**config.mk**
```make
export PLATFORM = sky130hd
export DESIGN_NAME = smb_dualcfg_slave
export DESIGN_NICKNAME = d
export VERILOG_FILES = /design/src/rtl/smbcfg_pkg.sv /design/src/rtl/smb_line_sync.sv /design/src/rtl/smb_byte_fsm.sv /design/src/rtl/smb_cfg_bank.sv /design/src/rtl/smb_dualcfg_slave.sv
export SDC_FILE = /design/constraint.sdc
export NUM_CORES = 1
export LEC_CHECK = 0
export ABC_AREA = 1
export BUFFER_PORTS_ARGS = -buffer_cell sky130_fd_sc_hd__buf_2
export CAP_MARGIN = 20
export CORE_MARGIN = 8
export CORE_UTILIZATION = 57
export DETAILED_ROUTE_END_ITERATION = 16
export PLACE_DENSITY = 0.75
export SYNTH_ARGS = -nofsm -noshare
export SYNTH_HDL_FRONTEND = slang
export SYNTH_HIERARCHICAL = 1
export SYNTH_SLANG_ARGS = --single-unit
```
**constraint.sdc**
```tcl
create_clock -name clk -period 2.24 [get_ports clk]
set_input_delay 0.112 -clock clk [delete_from_list [all_inputs] [get_ports clk]]
set_output_delay 0.112 -clock clk [all_outputs]
set_load 0.1 [all_outputs]
```
**src/rtl/smbcfg_pkg.sv**
```systemverilog
package smbcfg_pkg;
    localparam int IO_N   = 3;
    localparam int BYTE_W = 8;
    localparam int ADDR_W = BYTE_W - 1;

    typedef enum logic [2:0] {
        ST_IDLE,
        ST_ADDR,
        ST_ACK_A,
        ST_WR,
        ST_ACK_W,
        ST_RD
    } smb_state_e;

    function automatic logic [ADDR_W-1:0] pick_addr(input logic [1:0] sel,
                                                   input logic [ADDR_W-1:0] lo,
                                                   input logic [ADDR_W-1:0] mid,
                                                   input logic [ADDR_W-1:0] hi);
        case (sel)
            2'b00:   return lo;
            2'b10:   return hi;
            default: return mid;
        endcase
    endfunction
endpackage

```
**src/rtl/smb_line_sync.sv**
```systemverilog
module smb_line_sync #(
    parameter int LINES = 2
) (
    input  logic             clk,
    input  logic             rst_n,
    input  logic [LINES-1:0] raw_i,
    output logic [LINES-1:0] lvl_o,
    output logic [LINES-1:0] prv_o
);
    for (genvar g = 0; g < LINES; g++) begin : g_line
        logic [2:0] pipe_q;
        always_ff @(posedge clk or negedge rst_n) begin
            if (!rst_n) pipe_q <= 3'b111;
            else        pipe_q <= {pipe_q[1:0], raw_i[g]};
        end
        assign lvl_o[g] = pipe_q[1];
        assign prv_o[g] = pipe_q[2];
    end
endmodule

```
**src/rtl/smb_byte_fsm.sv**
```systemverilog
module smb_byte_fsm
    import smbcfg_pkg::*;
(
    input  logic              clk,
    input  logic              rst_n,
    input  logic              scl_lvl,
    input  logic              scl_prv,
    input  logic              sda_lvl,
    input  logic              sda_prv,
    input  logic [ADDR_W-1:0] own_addr,
    input  logic [BYTE_W-1:0] rd_val,
    output logic              sda_low_o,
    output logic              wr_stb_o,
    output logic              wr_tgt_o,
    output logic [IO_N-1:0]   wr_bits_o,
    output smb_state_e        state_o
);
    localparam int CNT_W = $clog2(BYTE_W + 1);
    localparam logic [CNT_W-1:0] CNT_FULL = CNT_W'(BYTE_W);
    localparam logic [CNT_W-1:0] CNT_LAST = CNT_W'(BYTE_W - 1);

    smb_state_e        state_q, state_d;
    logic [BYTE_W-1:0] shreg_q;
    logic [CNT_W-1:0]  cnt_q;

    wire scl_rise = scl_lvl & ~scl_prv;
    wire scl_fall = ~scl_lvl & scl_prv;
    wire start_ev = scl_lvl & scl_prv & sda_prv & ~sda_lvl;
    wire stop_ev  = scl_lvl & scl_prv & ~sda_prv & sda_lvl;
    wire match    = (shreg_q[BYTE_W-1:1] == own_addr);

    // state register
    always_ff @(posedge clk or negedge rst_n) begin
        if (!rst_n) state_q <= ST_IDLE;
        else        state_q <= state_d;
    end

    always_comb begin
        state_d = state_q;
        if (start_ev) begin
            state_d = ST_ADDR;
        end else if (stop_ev) begin
            state_d = ST_IDLE;
        end else begin
            unique case (state_q)
                ST_IDLE:  state_d = ST_IDLE;
                ST_ADDR:  if (scl_fall && cnt_q == CNT_FULL) state_d = match ? ST_ACK_A : ST_IDLE;
                ST_ACK_A: if (scl_fall) state_d = shreg_q[0] ? ST_RD : ST_WR;
                ST_WR:    if (scl_fall && cnt_q == CNT_FULL) state_d = ST_ACK_W;
                ST_ACK_W: if (scl_fall) state_d = ST_IDLE;
                ST_RD:    if (scl_fall && cnt_q == CNT_LAST) state_d = ST_IDLE;
                default:  state_d = ST_IDLE;
            endcase
        end
    end

    // datapath and outputs
    always_ff @(posedge clk or negedge rst_n) begin
        if (!rst_n) begin
            shreg_q   <= '0;
            cnt_q     <= '0;
            sda_low_o <= 1'b0;
            wr_stb_o  <= 1'b0;
        end else begin
            wr_stb_o <= 1'b0;
            if (start_ev) begin
                cnt_q     <= '0;
                sda_low_o <= 1'b0;
            end else if (stop_ev) begin
                sda_low_o <= 1'b0;
            end else begin
                unique case (state_q)
                    ST_ADDR, ST_WR: begin
                        if (scl_rise) begin
                            shreg_q <= {shreg_q[BYTE_W-2:0], sda_lvl};
                            cnt_q   <= cnt_q + 1'b1;
                        end else if (scl_fall && cnt_q == CNT_FULL) begin
                            cnt_q     <= '0;
                            sda_low_o <= (state_q == ST_ADDR) ? match : 1'b1;
                        end
                    end
                    ST_ACK_A: begin
                        if (scl_fall) begin
                            cnt_q <= '0;
                            if (shreg_q[0]) begin
                                shreg_q   <= rd_val;
                                sda_low_o <= ~rd_val[BYTE_W-1];
                            end else begin
                                sda_low_o <= 1'b0;
                            end
                        end
                    end
                    ST_ACK_W: begin
                        if (scl_rise) wr_stb_o <= 1'b1;
                        if (scl_fall) sda_low_o <= 1'b0;
                    end
                    ST_RD: begin
                        if (scl_fall) begin
                            if (cnt_q == CNT_LAST) begin
                                sda_low_o <= 1'b0;
                            end else begin
                                shreg_q   <= {shreg_q[BYTE_W-2:0], 1'b0};
                                sda_low_o <= ~shreg_q[BYTE_W-2];
                                cnt_q     <= cnt_q + 1'b1;
                            end
                        end
                    end
                    default: ;
                endcase
            end
        end
    end

    assign wr_tgt_o  = shreg_q[BYTE_W-1];
    assign wr_bits_o = shreg_q[IO_N-1:0];
    assign state_o   = state_q;
endmodule

```
**src/rtl/smb_cfg_bank.sv**
```systemverilog
module smb_cfg_bank
    import smbcfg_pkg::*;
#(
    parameter logic RST_OFF = 1'b1
) (
    input  logic            clk,
    input  logic            rst_n,
    input  logic            wr_stb_i,
    input  logic            wr_tgt_i,
    input  logic [IO_N-1:0] wr_bits_i,
    input  logic            hold_sel_i,
    input  logic            therm_i,
    output logic [IO_N-1:0] out_low_o
);
    // slot 0 = hold, slot 1 = normal
    for (genvar g = 0; g < 2; g++) begin : g_slot
        logic [IO_N-1:0] bits_q;
        always_ff @(posedge clk or negedge rst_n) begin
            if (!rst_n)                               bits_q <= {IO_N{RST_OFF}};
            else if (wr_stb_i && (wr_tgt_i == 1'(g))) bits_q <= wr_bits_i;
        end
    end

    logic [IO_N-1:0] sel_bits;
    assign sel_bits  = hold_sel_i ? g_slot[1].bits_q : g_slot[0].bits_q;
    assign out_low_o = therm_i ? '0 : ~sel_bits;
endmodule

```
**src/rtl/smb_dualcfg_slave.sv**
```systemverilog
module smb_dualcfg_slave
    import smbcfg_pkg::*;
#(
    parameter logic [6:0] ADDR_LOW  = 7'h20,
    parameter logic [6:0] ADDR_MID  = 7'h3C,
    parameter logic [6:0] ADDR_HIGH = 7'h48,
    parameter logic       RST_OFF   = 1'b1
) (
    input  logic       clk,
    input  logic       rst_n,
    input  logic       scl_i,
    input  logic       sda_i,
    output logic       sda_drive_low_o,
    input  logic [1:0] addr_sel_i,
    input  logic       hold_sel_i,
    input  logic       therm_i,
    input  logic [2:0] pin_i,
    output logic [2:0] out_low_o
);
    logic [1:0]        line_lvl, line_prv;
    logic [ADDR_W-1:0] own_addr;
    logic              wr_stb, wr_tgt;
    logic [IO_N-1:0]   wr_bits;
    logic [BYTE_W-1:0] rd_val;
    smb_state_e        fsm_state;

    smb_line_sync #(.LINES(2)) u_sync (
        .clk   (clk),
        .rst_n (rst_n),
        .raw_i ({sda_i, scl_i}),
        .lvl_o (line_lvl),
        .prv_o (line_prv)
    );

    // address strap captured only while reset is held
    always_ff @(posedge clk) begin
        if (!rst_n) own_addr <= pick_addr(addr_sel_i, ADDR_LOW, ADDR_MID, ADDR_HIGH);
    end

    assign rd_val = {{(BYTE_W-IO_N-1){1'b0}}, therm_i, pin_i};

    smb_byte_fsm u_fsm (
        .clk       (clk),
        .rst_n     (rst_n),
        .scl_lvl   (line_lvl[0]),
        .scl_prv   (line_prv[0]),
        .sda_lvl   (line_lvl[1]),
        .sda_prv   (line_prv[1]),
        .own_addr  (own_addr),
        .rd_val    (rd_val),
        .sda_low_o (sda_drive_low_o),
        .wr_stb_o  (wr_stb),
        .wr_tgt_o  (wr_tgt),
        .wr_bits_o (wr_bits),
        .state_o   (fsm_state)
    );

    smb_cfg_bank #(.RST_OFF(RST_OFF)) u_bank (
        .clk        (clk),
        .rst_n      (rst_n),
        .wr_stb_i   (wr_stb),
        .wr_tgt_i   (wr_tgt),
        .wr_bits_i  (wr_bits),
        .hold_sel_i (hold_sel_i),
        .therm_i    (therm_i),
        .out_low_o  (out_low_o)
    );
endmodule

```
After elaboration in Yosys (flattened, before gate mapping)
Index checks and enable logic that the tools add are counted.
{ "word_totals": {"inputBits": 11, "output_inout_bits": 4, "reg_bits": 36} }
{ "classes": {"mux": 42, "bitwise": 16, "add_sub_neg": 1, "n_reduce_logical": 14, "n_eq_ne": 27} }
{ "op_table": {"columns": ["operator", "n"], "rows": [
  ["$mux 8", 5],
  ["$ne 4x1->1 const B", 8],
  ["$mux 3", 10],
  ["$mux 4", 7],
  ["$pmux 8 s3", 1],
  ["$pmux 3 s5", 1],
  ["$mux 1", 14],
  ["$pmux 7 s2", 1],
  ["$pmux 4 s3", 1],
  ["$reduce_and 6->1", 2],
  ["$ne 2x1->1 const B", 5],
  ["$not 1->1", 8],
  ["$reduce_and 8->1", 1],
  ["$and 1x1->1", 7],
  ["$eq 7x7->1", 1],
  ["$reduce_and 7->1", 1],
  ["$eq 3x2->1 const B", 2],
  ["$eq 3x3->1 const B", 2],
  ["$ne 3x1->1 const B", 2],
  ["$reduce_bool 6->1", 1],
  ["$reduce_and 5->1", 1],
  ["$add 4x1->4 const B", 1],
  ["$eq 4x3->1 const B", 1],
  ["$eq 4x4->1 const B", 1],
  ["13 further kinds", 16]
]} }

Logic depth before layout (Yosys ltp)
{ "depth": {"word_depth": 8, "depth_mapped": 11, "ltp_nobuf": 11} }

Hierarchy
Netlist, hierarchy kept.
{ "by_module_without_submodules": {"columns": ["mod", "cells_each", "area_each_um2", "n_inst"], "rows": [
  ["smb_byte_fsm", 212, 1410.1, 1],
  ["smb_cfg_bank", 44, 322.8, 1],
  ["smb_line_sync", 10, 187.7, 1],
  ["smb_dualcfg_slave", 12, 150.1, 1]
]} }

Worst setup path before layout
No wires, ideal clock.
{ "synth_timing": {"path_type": "reg-to-output", "startpoint": "register u_bank.g_slot[1].bits_q[1]", "endpoint": "output out_low_o[1]", "t_required_ns": 2.128, "path_stages_with_launch": 4, "setup_slack_ns": 0.431, "t_arrival_ns": 1.697, "cell_sequence": "dfstp_2 > nand2_1 > nand2_1 > nor2_1"} }
{ "synth_via": {"elab_chain_len": 3} }
{ "synth_rtl": {"columns": ["element", "line_no", "rtl"], "rows": [
  ["start, declared", "smb_cfg_bank.sv:17", "logic [IO_N-1:0] bits_q;"],
  ["start signal, assigned", "smb_cfg_bank.sv:19", "if (!rst_n) bits_q <= {IO_N{RST_OFF}};"],
  ["start signal, assigned", "smb_cfg_bank.sv:20", "else if (wr_stb_i && (wr_tgt_i == 1'(g))) bits_q <= wr_bits_i;"],
  ["$mux 3", "smb_cfg_bank.sv:25", "assign sel_bits = hold_sel_i ? g_slot[1].bits_q : g_slot[0].bits_q;"],
  ["$not 3->3", "smb_cfg_bank.sv:26", "assign out_low_o = therm_i ? '0 : ~sel_bits;"],
  ["$mux 3", "smb_cfg_bank.sv:26", null],
  ["end, declared", "smb_dualcfg_slave.sv:18", "output logic [2:0] out_low_o"]
]} }
Every way passes these cells.

Worst setup path after layout
{ "layout_timing": {"startpoint": "register u_fsm.cnt_q[0]", "endpoint": "register u_fsm.shreg_q[1]"} }
{ "layout_via": {"elab_chain_len": 3} }
{ "layout_rtl": {"columns": ["element", "line_no", "rtl"], "rows": [
  ["start, declared", "smb_byte_fsm.sv:24", "logic [CNT_W-1:0] cnt_q;"],
  ["start signal, assigned", "smb_byte_fsm.sv:76", "cnt_q <= cnt_q + 1'b1;"],
  ["start signal, assigned", "smb_byte_fsm.sv:104", "cnt_q <= cnt_q + 1'b1;"],
  ["$eq 4x3->1", "smb_byte_fsm.sv:99", "if (cnt_q == CNT_LAST) begin"],
  ["$ne 2x2->1 (no line)", null, null],
  ["$reduce_and 8->1 (no line)", null, null],
  ["end signal, assigned", "smb_byte_fsm.sv:75", "shreg_q <= {shreg_q[BYTE_W-2:0], sda_lvl};"],
  ["end signal, assigned", "smb_byte_fsm.sv:86", "shreg_q <= rd_val;"],
  ["end signal, assigned", "smb_byte_fsm.sv:102", "shreg_q <= {shreg_q[BYTE_W-2:0], 1'b0};"],
  ["end, declared", "smb_byte_fsm.sv:23", "logic [BYTE_W-1:0] shreg_q;"]
]} }
Every way passes these cells.
A chain may end at the register's enable or synchronous reset.

==> flow_summary.toml <==
[status]
outcome = "finished, final reports clean"

[cells_and_area]
fillCellCount = 313
diodes = 0
drive_above_1_share = 0.232
synthToLayoutAreaGrowth_pct = 9.00
nNetsFinal = 314

[timing]
skew_ns = 0.00676
fin_crit_sh = 0.729
slew_viol_final = 0
rsz0062_at_grt = "false"
max_freq_mhz = 613
setup_violations = 0
tns_ns = 0
hold_viol = 0
period_needed_ns = 1.63

[detailed_routing]
wirelength_microns = 3730
drt_iter0_drc = 46
avgViaCountPerCell = 4.68
drtAntennaViolNets = 0
drt_pre_antenna_iters = 4
post-route-drc-count = 0
wl_per_cell_microns = 10.6
dr_total_vias = 1639

[synth]
yosys.area.top_type = "dfrtp_1"
ys_ff_latch = 33
synth_commonest_cells = "nand2_1, inv_1, nand3_1"
ys_top_cells_by_area = "dfrtp_1, nand2_1, dfstp_2"
ys_warn_count = 6
synth_cells = 278
yosysTopAreaCellShare = 0.205
synthesis.area_sq_um = 2070
yosysMostFrequentCell = "nand2_1"
ys_types = 30
postSynthAreaPerCell_sq_um = 7.45
async_flop_share = 0.879
synth-edff-count = 4
ys.flop_type = "dfrtp_1"
ys_seq_area_frac = 0.416

[grt]
first_global_vias = 1558
grt_usage = 0.140
grt_start_max_net_pins = 30
grt_pass1_wl_microns = 6640
grt-ovfl-total = 0
antenna_found_initial = 0

[clock_tree]
postCtsSetupRepairBufs = 0
clk_latency_ns = 0.33
path_clk_slew_ns = 0.10
cts_tree = "yes"
numCtsBuffers = 5
htree_num_levels = 2
clockBufferDepth = 2
cts_root_buffer = "clkbuf_4"
cts_sinks = 33

[power]
pwr-share-clk = 0.198
peakVddDrop_v = 0.000510
p_sw_uw = 779
p_int_uw = 1130
power.total_uw = 1900
combinationalPowerShare = 0.354
switching_share = 0.409
p_leak_uw = 0.00117
p_seq_frac = 0.447
pwr_density_cell_nw_per_um2 = 844

[placed_design]
place_congestion = 0.863
hpwl_microns = 2790
numPortBuffers = 14

[job]
cap_violations = 0

[die]
die_area_sq_um = 5820
die_x_microns = 76.3
ios = 15
fp.dieH_microns = 76.3
num_rows = 22
coreArea_sq_um = 3580
start_util = 0.579

[hold_path]
min_from = "addr_sel_i[1]"
hold_class = "in2reg"

[worst_setup_path]
path_max_fanout = 14
critical_path.endpoint_type = "flop"
cp.required_ns = 2.47
crit_type = "reg2reg"
startpoint = "u_fsm/cnt_q[0]"
worstReg2RegStart = "u_fsm/cnt_q[0]"
arrival_ns = 1.86
startpoint_type = "flop"
[registers in the layout, summed over array words and instances (netlist names)]
signal,flops
u_sync/g_line.pipe_q,6
u_fsm/sda_low_o,1
u_fsm/shreg_q,8
own_addr,4
u_fsm/wr_stb_o,1
u_bank/g_slot.bits_q,6
u_fsm/cnt_q,4
u_fsm/state_o,3
[power by group through the flow]
| stage | clock network, uW | logic, uW | registers (uW) |
|---|---|---|---|
| floorplan | 0 | 560 | 889 |
| global placement | 0 | 655 | 858 |
| detailed placement | 0 | 666 | 860 |
| CTS | 396 | 677 | 850 |
| global route | 419 | 764 | 865 |
| finish | 378 | 675 | 852 |
[what timing repair did]
| action | CTS | global route |
|---|---|---|
| setup endpoints to repair | 0 | 0 |
| hold endpoints to repair | 20 | 0 |
| hold buffers | 4 | 0 |
| resized for setup | 0 | 0 |
[path summary, 6_finish.rpt]
check	endpoint	slack (ns)	cells past startpoint
max	u_fsm/shreg_q[1]	0.61	7
min in group asynchronous	u_fsm/shreg_q[4]	0.33	3
max in group asynchronous	u_sync/g_line[0].pipe_q[2]	1.60	3
min	own_addr[5]	0.04	2
max reg2reg	u_fsm/shreg_q[1]	0.61	7
min reg2reg	u_sync/g_line[0].pipe_q[1]	0.36	0
[critical path, stage by stage (launching register included)]
cell and delay, ns:
dfrtp_1 0.42, ha_1 0.23, nand3_1 0.13, o21ai_1 0.11, nor2_2 0.16, nand4_4 0.26
nand2_1 0.16, o21ai_2 0.06
[cells in the final DEF (no fill, tap or decap), types with 2 or more instances in the layout]
cell / instances
clkbuf_4: 5
edfxtp_1: 4
a21oi_1: 3
o21ai_1: 6
o21ai_2: 7
dfrtp_1: 17
nand2_2: 8
clkbuf_8: 2
inv_2: 7
nand2_4: 4
dfstp_2: 12
nor2_1: 18
nand3_1: 19
nand3_2: 3
nor2_4: 3
xor2_1: 2
nand2_1: 92
inv_1: 42
dlygate4sd3_1: 4
o21ai_0: 11
conb_1: 8
ha_1: 2
buf_2: 14
[final cells by class]
| type | count | area, sq um | share of cell area |
|---|---|---|---|
| multi-input combinational | 193 | 965 | 0.427 |
| clock inverter | 1 | 5.00 | 0.00222 |
| timing repair buffer | 19 | 118 | 0.0521 |
| clock buffer | 7 | 65.1 | 0.0288 |
| sequential | 33 | 861 | 0.381 |
| tap | 48 | 60.1 | 0.0266 |
| inverter | 49 | 184 | 0.0815 |
[logic make-up (layout without fill, tap and decap cells)]
kind of cell             count (synthesis)  after routing  share of synthesized area
buffers and inverters                   59             76                      0.131
XOR/XNOR                                 2              2                    0.00846
adder cells (fa/ha/maj)                  2              2                     0.0121
other                                    1              8                    0.00181
flip-flops                              33             33                      0.416
AND/OR/NAND/NOR                        150            150                      0.339
AO/OA/AOI/OAI                           31             31                     0.0918
[routing by layer]
| metal | up-vias | global-route usage | share of wire |
|---|---|---|---|
| li1 | 884 | - | - |
| met1 | 723 | 0.156 | 0.47 |
| met2 | 25 | 0.234 | 0.47 |
| met3 | 7 | 0.0389 | 0.047 |
| met4 | 0 | 0.0808 | 0.021 |
| met5 | - | 0 | 0 |
[through the flow]
stage	worst slack [ns]	util	cell area (sq um)	hold WS (ns)	instances
final	0.608	0.631	2260	0.0358	350
after global routing	0.461	0.631	2260	0.0218	350
after CTS	0.605	0.631	2260	0.0188	350
after detailed placement	0.620	0.600	2150	0.157	338
after global placement	0.684	0.600	2150	0.153	338
after floorplan	0.431	-	2100	-0.184	285
Note: power is estimated with default switching activity, not from simulation.
